===== src/rtl/agu_pkg.sv =====
package agu_pkg;

   typedef enum logic [1:0] {
      SH_LSL = 2'b00,
      SH_LSR = 2'b01,
      SH_ASR = 2'b10,
      SH_ROR = 2'b11
   } shift_kind_e;

   typedef enum logic [1:0] {
      OFS_IMM     = 2'b00,
      OFS_REG     = 2'b01,
      OFS_SHIFTED = 2'b10,
      OFS_SHIFT2  = 2'b11
   } ofs_src_e;

endpackage


===== src/rtl/agu_shifter.sv =====
module agu_shifter #(
   parameter int  DATA_W      = 32,
   parameter bit  HAS_SHIFTER = 1'b1,
   localparam int AMT_W       = $clog2(DATA_W)
) (
   input  logic [DATA_W-1:0]       val_i,
   input  agu_pkg::shift_kind_e    kind_i,
   input  logic                    rrx_i,
   input  logic [AMT_W-1:0]        amt_i,
   input  logic                    carry_i,
   output logic [DATA_W-1:0]       res_o
);
   import agu_pkg::*;

   localparam logic [AMT_W:0] FULL_AMT = (AMT_W+1)'(DATA_W);

   generate
      if (HAS_SHIFTER) begin : g_shift
         logic [AMT_W:0]  n_eff;
         logic [AMT_W:0]  n_back;

         // right shifts encode a full-width shift as amount zero
         always_comb begin
            if ((amt_i == '0) && ((kind_i == SH_LSR) || (kind_i == SH_ASR)))
               n_eff = FULL_AMT;
            else
               n_eff = {1'b0, amt_i};
            n_back = FULL_AMT - {1'b0, amt_i};
         end

         always_comb begin
            if (rrx_i) begin
               res_o = {carry_i, val_i[DATA_W-1:1]};
            end else begin
               unique case (kind_i)
                  SH_LSL:  res_o = val_i << n_eff;
                  SH_LSR:  res_o = val_i >> n_eff;
                  SH_ASR:  res_o = DATA_W'($signed(val_i) >>> n_eff);
                  default: res_o = (val_i >> n_eff) | (val_i << n_back);
               endcase
            end
         end
      end else begin : g_pass
         logic unused_shift;
         assign unused_shift = ^{kind_i, rrx_i, amt_i, carry_i};
         assign res_o = val_i;
      end
   endgenerate

endmodule


===== src/rtl/agu_offset_calc.sv =====
module agu_offset_calc #(
   parameter int DATA_W     = 32,
   parameter int PC_ALIGN   = 2,
   parameter int DWORD_STEP = 4
) (
   input  logic [DATA_W-1:0] base_i,
   input  logic [DATA_W-1:0] pc_i,
   input  logic [DATA_W-1:0] ofs_i,
   input  logic              add_i,
   input  logic              pre_i,
   input  logic              pc_rel_i,
   input  logic              unpriv_i,
   input  logic              cond_i,
   input  logic              wb_req_i,
   output logic [DATA_W-1:0] acc_o,
   output logic [DATA_W-1:0] acc_hi_o,
   output logic [DATA_W-1:0] wb_val_o,
   output logic              wb_en_o
);

   localparam logic [DATA_W-1:0] STEP = DATA_W'(DWORD_STEP);

   logic [DATA_W-1:0] pc_word;
   logic [DATA_W-1:0] base_eff;
   logic [DATA_W-1:0] sum;
   logic              use_sum;

   generate
      if (PC_ALIGN > 0) begin : g_align
         assign pc_word = {pc_i[DATA_W-1:PC_ALIGN], {PC_ALIGN{1'b0}}};
      end else begin : g_noalign
         assign pc_word = pc_i;
      end
   endgenerate

   assign base_eff = pc_rel_i ? pc_word : base_i;
   assign sum      = add_i ? (base_eff + ofs_i) : (base_eff - ofs_i);
   // unprivileged forms are always post-indexed
   assign use_sum  = pre_i & ~unpriv_i;
   assign acc_o    = use_sum ? sum : base_eff;
   assign acc_hi_o = (use_sum ? sum : base_eff) + STEP;
   assign wb_val_o = sum;
   assign wb_en_o  = cond_i & (wb_req_i | unpriv_i) & ~pc_rel_i;

endmodule


===== src/rtl/agu_out_stage.sv =====
module agu_out_stage #(
   parameter int DATA_W = 32
) (
   input  logic              clk,
   input  logic              rst_n,
   input  logic              vld_i,
   input  logic [DATA_W-1:0] acc_i,
   input  logic [DATA_W-1:0] acc_hi_i,
   input  logic [DATA_W-1:0] wb_val_i,
   input  logic              wb_en_i,
   output logic              vld_o,
   output logic [DATA_W-1:0] acc_o,
   output logic [DATA_W-1:0] acc_hi_o,
   output logic [DATA_W-1:0] wb_val_o,
   output logic              wb_en_o
);

   always_ff @(posedge clk) begin
      if (!rst_n) begin
         vld_o   <= 1'b0;
         wb_en_o <= 1'b0;
      end else begin
         vld_o   <= vld_i;
         wb_en_o <= vld_i & wb_en_i;
      end
   end

   always_ff @(posedge clk) begin
      if (!rst_n) begin
         acc_o    <= '0;
         acc_hi_o <= '0;
         wb_val_o <= '0;
      end else if (vld_i) begin
         acc_o    <= acc_i;
         acc_hi_o <= acc_hi_i;
         wb_val_o <= wb_val_i;
      end
   end

endmodule


===== src/rtl/agu_addr_gen.sv =====
module agu_addr_gen #(
   parameter int  DATA_W      = 32,
   parameter int  PC_ALIGN    = 2,
   parameter int  DWORD_STEP  = 4,
   parameter bit  HAS_SHIFTER = 1'b1,
   localparam int AMT_W       = $clog2(DATA_W)
) (
   input  logic              clk,
   input  logic              rst_n,
   input  logic              in_valid,
   input  logic              cond_pass,
   input  logic [DATA_W-1:0] base_val,
   input  logic [DATA_W-1:0] pc_val,
   input  logic [DATA_W-1:0] imm_val,
   input  logic [DATA_W-1:0] reg_val,
   input  logic [1:0]        off_sel,
   input  logic [1:0]        shift_type,
   input  logic              shift_rrx,
   input  logic [AMT_W-1:0]  shift_amt,
   input  logic              carry_in,
   input  logic              add_en,
   input  logic              pre_index,
   input  logic              wb_req,
   input  logic              pc_rel,
   input  logic              unpriv,
   output logic              out_valid,
   output logic [DATA_W-1:0] acc_addr,
   output logic [DATA_W-1:0] acc_addr_hi,
   output logic [DATA_W-1:0] wb_value,
   output logic              wb_en
);
   import agu_pkg::*;

   localparam logic [DATA_W-1:0] PC_KEEP = ~DATA_W'((64'd1 << PC_ALIGN) - 64'd1);
   localparam logic [DATA_W-1:0] STEP    = DATA_W'(DWORD_STEP);

   generate
      if ((DATA_W < 8) || ((DATA_W & (DATA_W - 1)) != 0)) begin : g_bad_width
         $error("agu_addr_gen: DATA_W must be a power of two of at least 8");
      end
      if ((PC_ALIGN < 0) || (PC_ALIGN >= DATA_W)) begin : g_bad_align
         $error("agu_addr_gen: PC_ALIGN out of range");
      end
      if (DWORD_STEP <= 0) begin : g_bad_step
         $error("agu_addr_gen: DWORD_STEP must be positive");
      end
   endgenerate

   logic [DATA_W-1:0] shifted;
   logic [DATA_W-1:0] offset;
   logic [DATA_W-1:0] acc_n;
   logic [DATA_W-1:0] acc_hi_n;
   logic [DATA_W-1:0] wb_val_n;
   logic              wb_en_n;

   agu_shifter #(.DATA_W(DATA_W), .HAS_SHIFTER(HAS_SHIFTER)) u_shift (
      .val_i   (reg_val),
      .kind_i  (shift_kind_e'(shift_type)),
      .rrx_i   (shift_rrx),
      .amt_i   (shift_amt),
      .carry_i (carry_in),
      .res_o   (shifted)
   );

   always_comb begin
      unique case (ofs_src_e'(off_sel))
         OFS_IMM: offset = imm_val;
         OFS_REG: offset = reg_val;
         default: offset = shifted;
      endcase
   end

   agu_offset_calc #(.DATA_W(DATA_W), .PC_ALIGN(PC_ALIGN), .DWORD_STEP(DWORD_STEP)) u_calc (
      .base_i   (base_val),
      .pc_i     (pc_val),
      .ofs_i    (offset),
      .add_i    (add_en),
      .pre_i    (pre_index),
      .pc_rel_i (pc_rel),
      .unpriv_i (unpriv),
      .cond_i   (cond_pass),
      .wb_req_i (wb_req),
      .acc_o    (acc_n),
      .acc_hi_o (acc_hi_n),
      .wb_val_o (wb_val_n),
      .wb_en_o  (wb_en_n)
   );

   agu_out_stage #(.DATA_W(DATA_W)) u_out (
      .clk      (clk),
      .rst_n    (rst_n),
      .vld_i    (in_valid),
      .acc_i    (acc_n),
      .acc_hi_i (acc_hi_n),
      .wb_val_i (wb_val_n),
      .wb_en_i  (wb_en_n),
      .vld_o    (out_valid),
      .acc_o    (acc_addr),
      .acc_hi_o (acc_addr_hi),
      .wb_val_o (wb_value),
      .wb_en_o  (wb_en)
   );

   // ---------------- assertions ----------------
   p_add_imm_r2: assert property (@(posedge clk) disable iff (!rst_n)
      $past(in_valid && pre_index && !pc_rel && !unpriv && off_sel == 2'b00 && add_en)
      |-> acc_addr == $past(base_val) + $past(imm_val));

   p_post_base_r3: assert property (@(posedge clk) disable iff (!rst_n)
      $past(in_valid && !pre_index && !pc_rel) |-> acc_addr == $past(base_val));

   p_wb_value_r4: assert property (@(posedge clk) disable iff (!rst_n)
      $past(in_valid && pre_index && !unpriv) |-> wb_value == acc_addr);

   p_wb_cond_r5: assert property (@(posedge clk) disable iff (!rst_n)
      $past(in_valid && !cond_pass) |-> !wb_en);

   p_pc_align_r6: assert property (@(posedge clk) disable iff (!rst_n)
      $past(in_valid && pc_rel && !pre_index) |-> acc_addr == ($past(pc_val) & PC_KEEP));

   p_pc_nowb_r6: assert property (@(posedge clk) disable iff (!rst_n)
      $past(in_valid && pc_rel) |-> !wb_en);

   p_rrx_carry_r8: assert property (@(posedge clk) disable iff (!rst_n)
      $past(in_valid && pre_index && add_en && !pc_rel && !unpriv && off_sel[1] && shift_rrx
            && base_val == '0) |-> acc_addr[DATA_W-1] == $past(carry_in));

   p_unpriv_r9: assert property (@(posedge clk) disable iff (!rst_n)
      $past(in_valid && unpriv && cond_pass && !pc_rel) |-> wb_en && acc_addr == $past(base_val));

   p_hi_step_r10: assert property (@(posedge clk) disable iff (!rst_n)
      out_valid |-> acc_addr_hi == acc_addr + STEP);

   p_valid_lat_r11: assert property (@(posedge clk) disable iff (!rst_n)
      out_valid == $past(in_valid));

   p_hold_r11: assert property (@(posedge clk) disable iff (!rst_n)
      $past(!in_valid) && $past(rst_n) |-> $stable(acc_addr) && !wb_en);

endmodule


===== config.mk =====
export PLATFORM = sky130hd
export DESIGN_NAME = agu_addr_gen
export DESIGN_NICKNAME = d
export VERILOG_FILES = /design/src/rtl/agu_pkg.sv /design/src/rtl/agu_shifter.sv /design/src/rtl/agu_offset_calc.sv /design/src/rtl/agu_out_stage.sv /design/src/rtl/agu_addr_gen.sv
export SDC_FILE = /design/constraint.sdc
export NUM_CORES = 1
export LEC_CHECK = 0
export ABC_AREA = 1
export BUFFER_PORTS_ARGS = -buffer_cell sky130_fd_sc_hd__buf_2
export CORE_AREA = 2 2 116 231
export CTS_CLUSTER_SIZE = 25
export DETAILED_ROUTE_END_ITERATION = 10
export DIE_AREA = 0 0 118 233
export PLACE_DENSITY = 0.88
export SYNTH_ARGS = -nofsm -noshare
export SYNTH_HDL_FRONTEND = slang
export SYNTH_HIERARCHICAL = 1
export SYNTH_SLANG_ARGS = --single-unit

===== constraint.sdc =====
create_clock -name clk -period 17.3 [get_ports clk]
set_clock_uncertainty 0.15 [all_clocks]
set_input_delay 1.73 -clock clk [delete_from_list [all_inputs] [get_ports clk]]
set_output_delay 1.73 -clock clk [all_outputs]
set_load 0.005 [all_outputs]

==> results of run 1 <==
[cell usage after synthesis (3+ instances only)]
cell / instances / area, sq um
buf_6: 7 / 78.8
nand3_2: 6 / 60.1
nand2_1: 1198 / 4500
nand2_2: 10 / 62.6
or2_2: 4 / 25.0
o211ai_1: 19 / 143
nor3_1: 16 / 80.1
clkbuf_1: 56 / 210
o21ai_0: 53 / 265
nand3b_1: 4 / 30.0
nor2_1: 354 / 1330
nand4_1: 43 / 269
o21ai_1: 7 / 35.0
inv_2: 12 / 45.0
buf_1: 19 / 71.3
buf_2: 77 / 385
clkinv_1: 3 / 11.3
nor4_1: 4 / 25.0
o31ai_1: 3 / 22.5
a21oi_1: 59 / 295
buf_4: 14 / 105
xor2_1: 33 / 289
inv_1: 373 / 1400
a31oi_1: 7 / 43.8
nor2_2: 14 / 87.6
xnor2_1: 14 / 123
dfxtp_1: 98 / 1960
and2_1: 5 / 31.3
ha_1: 43 / 538
nand3_1: 741 / 3710
nor2_4: 6 / 67.6
[metrics by stage]
step                instances  hold WS, ns  worst slack, ns  utilization [%]  area (sq um)
floorplan                3321        0.316             9.72                -         16600
global placement         3765        0.302             6.40             68.8         17600
detailed placement       3765        0.310             6.28             68.8         17600
CTS                      3781        0.320             6.60             69.9         17900
[logic make-up after synthesis]
family / count (synthesis) / synth area share [%]
adder cells (fa/ha/maj): 44 / 3.37
XOR/XNOR: 49 / 2.68
AO/OA/AOI/OAI: 155 / 5.34
flip-flops: 98 / 11.9
buffers and inverters: 561 / 13.9
AND/OR/NAND/NOR: 2414 / 62.8
[per-layer routing]
layer | global-route usage, % | GRT overflow
met2 | 97.9 | 165
met1 | 68.0 | 1
met5 | 7.35 | 0
met4 | 79.4 | 81
met3 | 46.7 | 1
==> reports/qor.yml, run 1 <==
status: "aborted with a tool error"
haltStage: "global routing"
error: "[ERROR GRT-0116] Global routing finished with congestion. Check the congestion regions in the DRC Viewer."
ys_seq_area_share_pct: 11.9
dieWidth_um: 118
synth_edf_count: 0
chipHeight_um: 233
cts_resized: 0
yosys_warnings: 6
placementRows: 83
syn-num-nets: 3513
cts.sinks: 98
ys_types: 47
ctsHoldBuffers: 0
cts_root_buffer: "clkbuf_16"
async_flop_share_pct: 0
clock_path_buffers: 2
grt_remaining_overflow: 248
num_io_pins: 246
synth-seq-cells: 98
grt_first_pass_wirelength_um: 156000
grt.total_usage_pct: 71.8
synth_area_sq_um: 16600
gp_congestion: 1.22
dp_hpwl_um: 61300
start_util_pct: 64.5
grt_pass1_vias: 25400
io_buffer_count: 243
grt_max_degree: 106
htreeDepth: 3
synthCells: 3321
syn_avg_cell_area_sq_um: 4.98
cts_made_buffers: 9
synth_flop_cell: "dfxtp_1"
cts_setup_buffers: 0
==> run 2, diff against run 1 <==
--- a/config.mk
+++ b/config.mk
@@ -7,11 +7,10 @@
 export LEC_CHECK = 0
 export ABC_AREA = 1
 export BUFFER_PORTS_ARGS = -buffer_cell sky130_fd_sc_hd__buf_2
-export CORE_AREA = 2 2 116 231
-export CTS_CLUSTER_SIZE = 25
+export CORE_AREA = 2 2 207 209
 export DETAILED_ROUTE_END_ITERATION = 10
-export DIE_AREA = 0 0 118 233
-export PLACE_DENSITY = 0.88
+export DIE_AREA = 0 0 209 211
+export PLACE_DENSITY_LB_ADDON = 0.15
 export SYNTH_ARGS = -nofsm -noshare
 export SYNTH_HDL_FRONTEND = slang
 export SYNTH_HIERARCHICAL = 1
==> reports/qor.yml, run 2 <==
status: "finished, final reports clean"
syn2layout_area_growth_pct: 9.92
syn-num-nets: 3513
r2r-end: "u_out/acc_hi_o[31]"
placementRows: 75
setup.worst_path.end_class: "register"
die-area_sq_um: 44100
yosysTopAreaCell: "nand2_1"
synth_area_sq_um: 16600
setup-tns-final_ns: 0
yosys_warnings: 6
clock_path_buffers: 2
cts_made_buffers: 9
switching_power_uw: 646
grt_max_degree: 101
worstSetupEndpoint: "u_out/acc_hi_o[27]"
slowest_delay_ns: 0.55
clk_pin_slew_worst_paths_ns: 0.08
yosys.area.top_type_share_pct: 27.2
htreeDepth: 3
p_int_uw: 584
p_leak_nw: 10.5
yosysMostFrequentCell: "nand2_1"
vias: 21900
start_util_pct: 39.6
p_sw_share_pct: 52.5
arrival_ns: 11.03
crit_required_ns: 17.44
ys_seq_area_share_pct: 11.9
layout_commonest_cell: "nand2_1"
num_io_pins: 246
gp_congestion: 1.06
io_buffer_count: 243
powerDensity_nw_per_um2: 67.6
grt.total_usage_pct: 34.1
reg.largest.list: "u_out/acc_hi_o x32, u_out/acc_o x32, u_out/wb_val_o x32"
cp_common_cell: "nand2_1"
dp_hpwl_um: 60100
crit_path_top_delay_cell: "buf_2"
drtIter0Drc: 2392
seq_area_sq_um: 1960
p_seq_share_pct: 21.3
multi_input_area_sq_um: 12300
ctsHoldBuffers: 0
final_antenna_net_count: 0
drv_slew: 0
worstSetupStartpointType: "primary input"
ir_worst_vdd_uv: 53.0
layout_common_cells: "nand2_1 (1196), nand3_1 (741), inv_1 (373)"
cts_setup_buffers: 0
synthTopCellsByCount: "nand2_1 (1198), nand3_1 (741), inv_1 (373)"
syn_avg_cell_area_sq_um: 4.98
grt_first_pass_wirelength_um: 115000
maxCapViolCount: 0
max_slew_margin_pct: 31.8
coreArea_sq_um: 41800
vias_per_cell: 5.50
hold_class: "register to register"
cts_resized: 0
wl_um: 76700
worstPathMaxFanout: 61
async_flop_share_pct: 0
cts_root_buffer: "clkbuf_16"
wl_per_cell_um: 19.3
antenna_found_initial: 1
final_util_pct: 43.6
synth_flop_cell: "dfxtp_1"
r2r_cells: 2
setup_violations: 0
cts_tree: "yes"
reg2reg_from: "u_out/acc_hi_o[31]"
worst_pin_slew_ns: 1.02
finalHoldViolations: 0
r2r_slack_ns: 16.53
synth_area_leaders: "nand2_1 (27%), nand3_1 (22%), dfxtp_1 (12%), inv_1 (8.5%), nor2_1 (8.0%)"
power_mw: 1.23
ys_types: 47
synth_edf_count: 0
dieWidth_um: 209
rsz0062_at_grt: "false"
drc: 0
clkLatencyLatePin_ns: 0.37
nFillCells: 5027
synthCells: 3321
grt_remaining_overflow: 0
fmax_mhz: 91.8
synth-seq-cells: 98
post-route-period-util_pct: 62.9
min_period_ns: 10.89
drive_above_1_share_pct: 10.6
startpoint: "shift_amt[0]"
cts.sinks: 98
chipHeight_um: 211
layout.nets: 3630
p_clk_share_pct: 16.9
p_comb_share_pct: 61.8
grt_pass1_vias: 20000
dr.pass1.iters: 9
crit_type: "primary input to register"
run 2: how the worst min path moves through the flow:
stage                                  start                 end  slack (ns)  cells past startpoint
after floorplan           u_out/acc_hi_o[12]  u_out/acc_hi_o[12]        0.32                      2
after global placement     u_out/wb_val_o[1]   u_out/wb_val_o[1]        0.30                      2
after detailed placement      u_out/acc_o[3]      u_out/acc_o[3]        0.31                      2
after CTS                 u_out/acc_hi_o[14]  u_out/acc_hi_o[14]        0.32                      2
after global routing      u_out/wb_val_o[21]  u_out/wb_val_o[21]        0.34                      2
final                      u_out/wb_val_o[0]   u_out/wb_val_o[0]        0.32                      2
run 2: power groups by stage:
stage / clock network [mW] / logic, mW / registers [mW]
floorplan: 0 / 0.512 / 0.268
global placement: 0 / 0.742 / 0.267
detailed placement: 0 / 0.741 / 0.267
CTS: 0.215 / 0.745 / 0.262
global route: 0.222 / 0.847 / 0.264
finish: 0.208 / 0.760 / 0.262
run 2: per-layer routing:
layer / wire length, um / global-route usage (%)
met1: 30600 / 41.4
met2: 34000 / 55.4
met3: 6890 / 6.39
met4: 5290 / 21.7
met5: 0 / 0
run 2: cell families after synthesis:
group	count (synthesis)	share of synthesized area [%]
AOI/OAI and AO/OA	155	5.34
xor gates and xnor gates	49	2.68
adders and majority gates	44	3.37
buffers and inverters	561	13.9
DFF	98	11.9
and+or+nand+nor	2414	62.8
run 2: layout make-up:
type | count | area share, %
multi-input combinational | 2662 | 67.6
inverter | 388 | 8.00
clock buffer | 9 | 1.24
antenna | 1 | 0.0138
tap | 539 | 3.71
clock inverter | 7 | 0.433
sequential | 98 | 10.8
timing repair buffer | 279 | 8.20
run 2: through the flow:
stage,instances,hold slack (ns),instance area (sq um),worst slack [ns]
final,3983,0.319,18200,6.41
after global routing,3983,0.339,18200,5.69
after CTS,3982,0.321,18200,6.63
after detailed placement,3966,0.309,17900,6.23
after global placement,3966,0.302,17900,6.29
after floorplan,3321,0.316,16600,9.72
run 2: critical path, delay by kind of cell:
| kind | cells | cell delay (ns) |
|---|---|---|
| AOI/OAI and AO/OA | 2 | 0.29 |
| xor gates and xnor gates | 1 | 0.15 |
| buffers and inverters | 8 | 2.66 |
| and+or+nand+nor | 38 | 5.23 |
| adders and majority gates | 3 | 0.84 |
No activity file was read; power rests on OpenSTA's default activity.
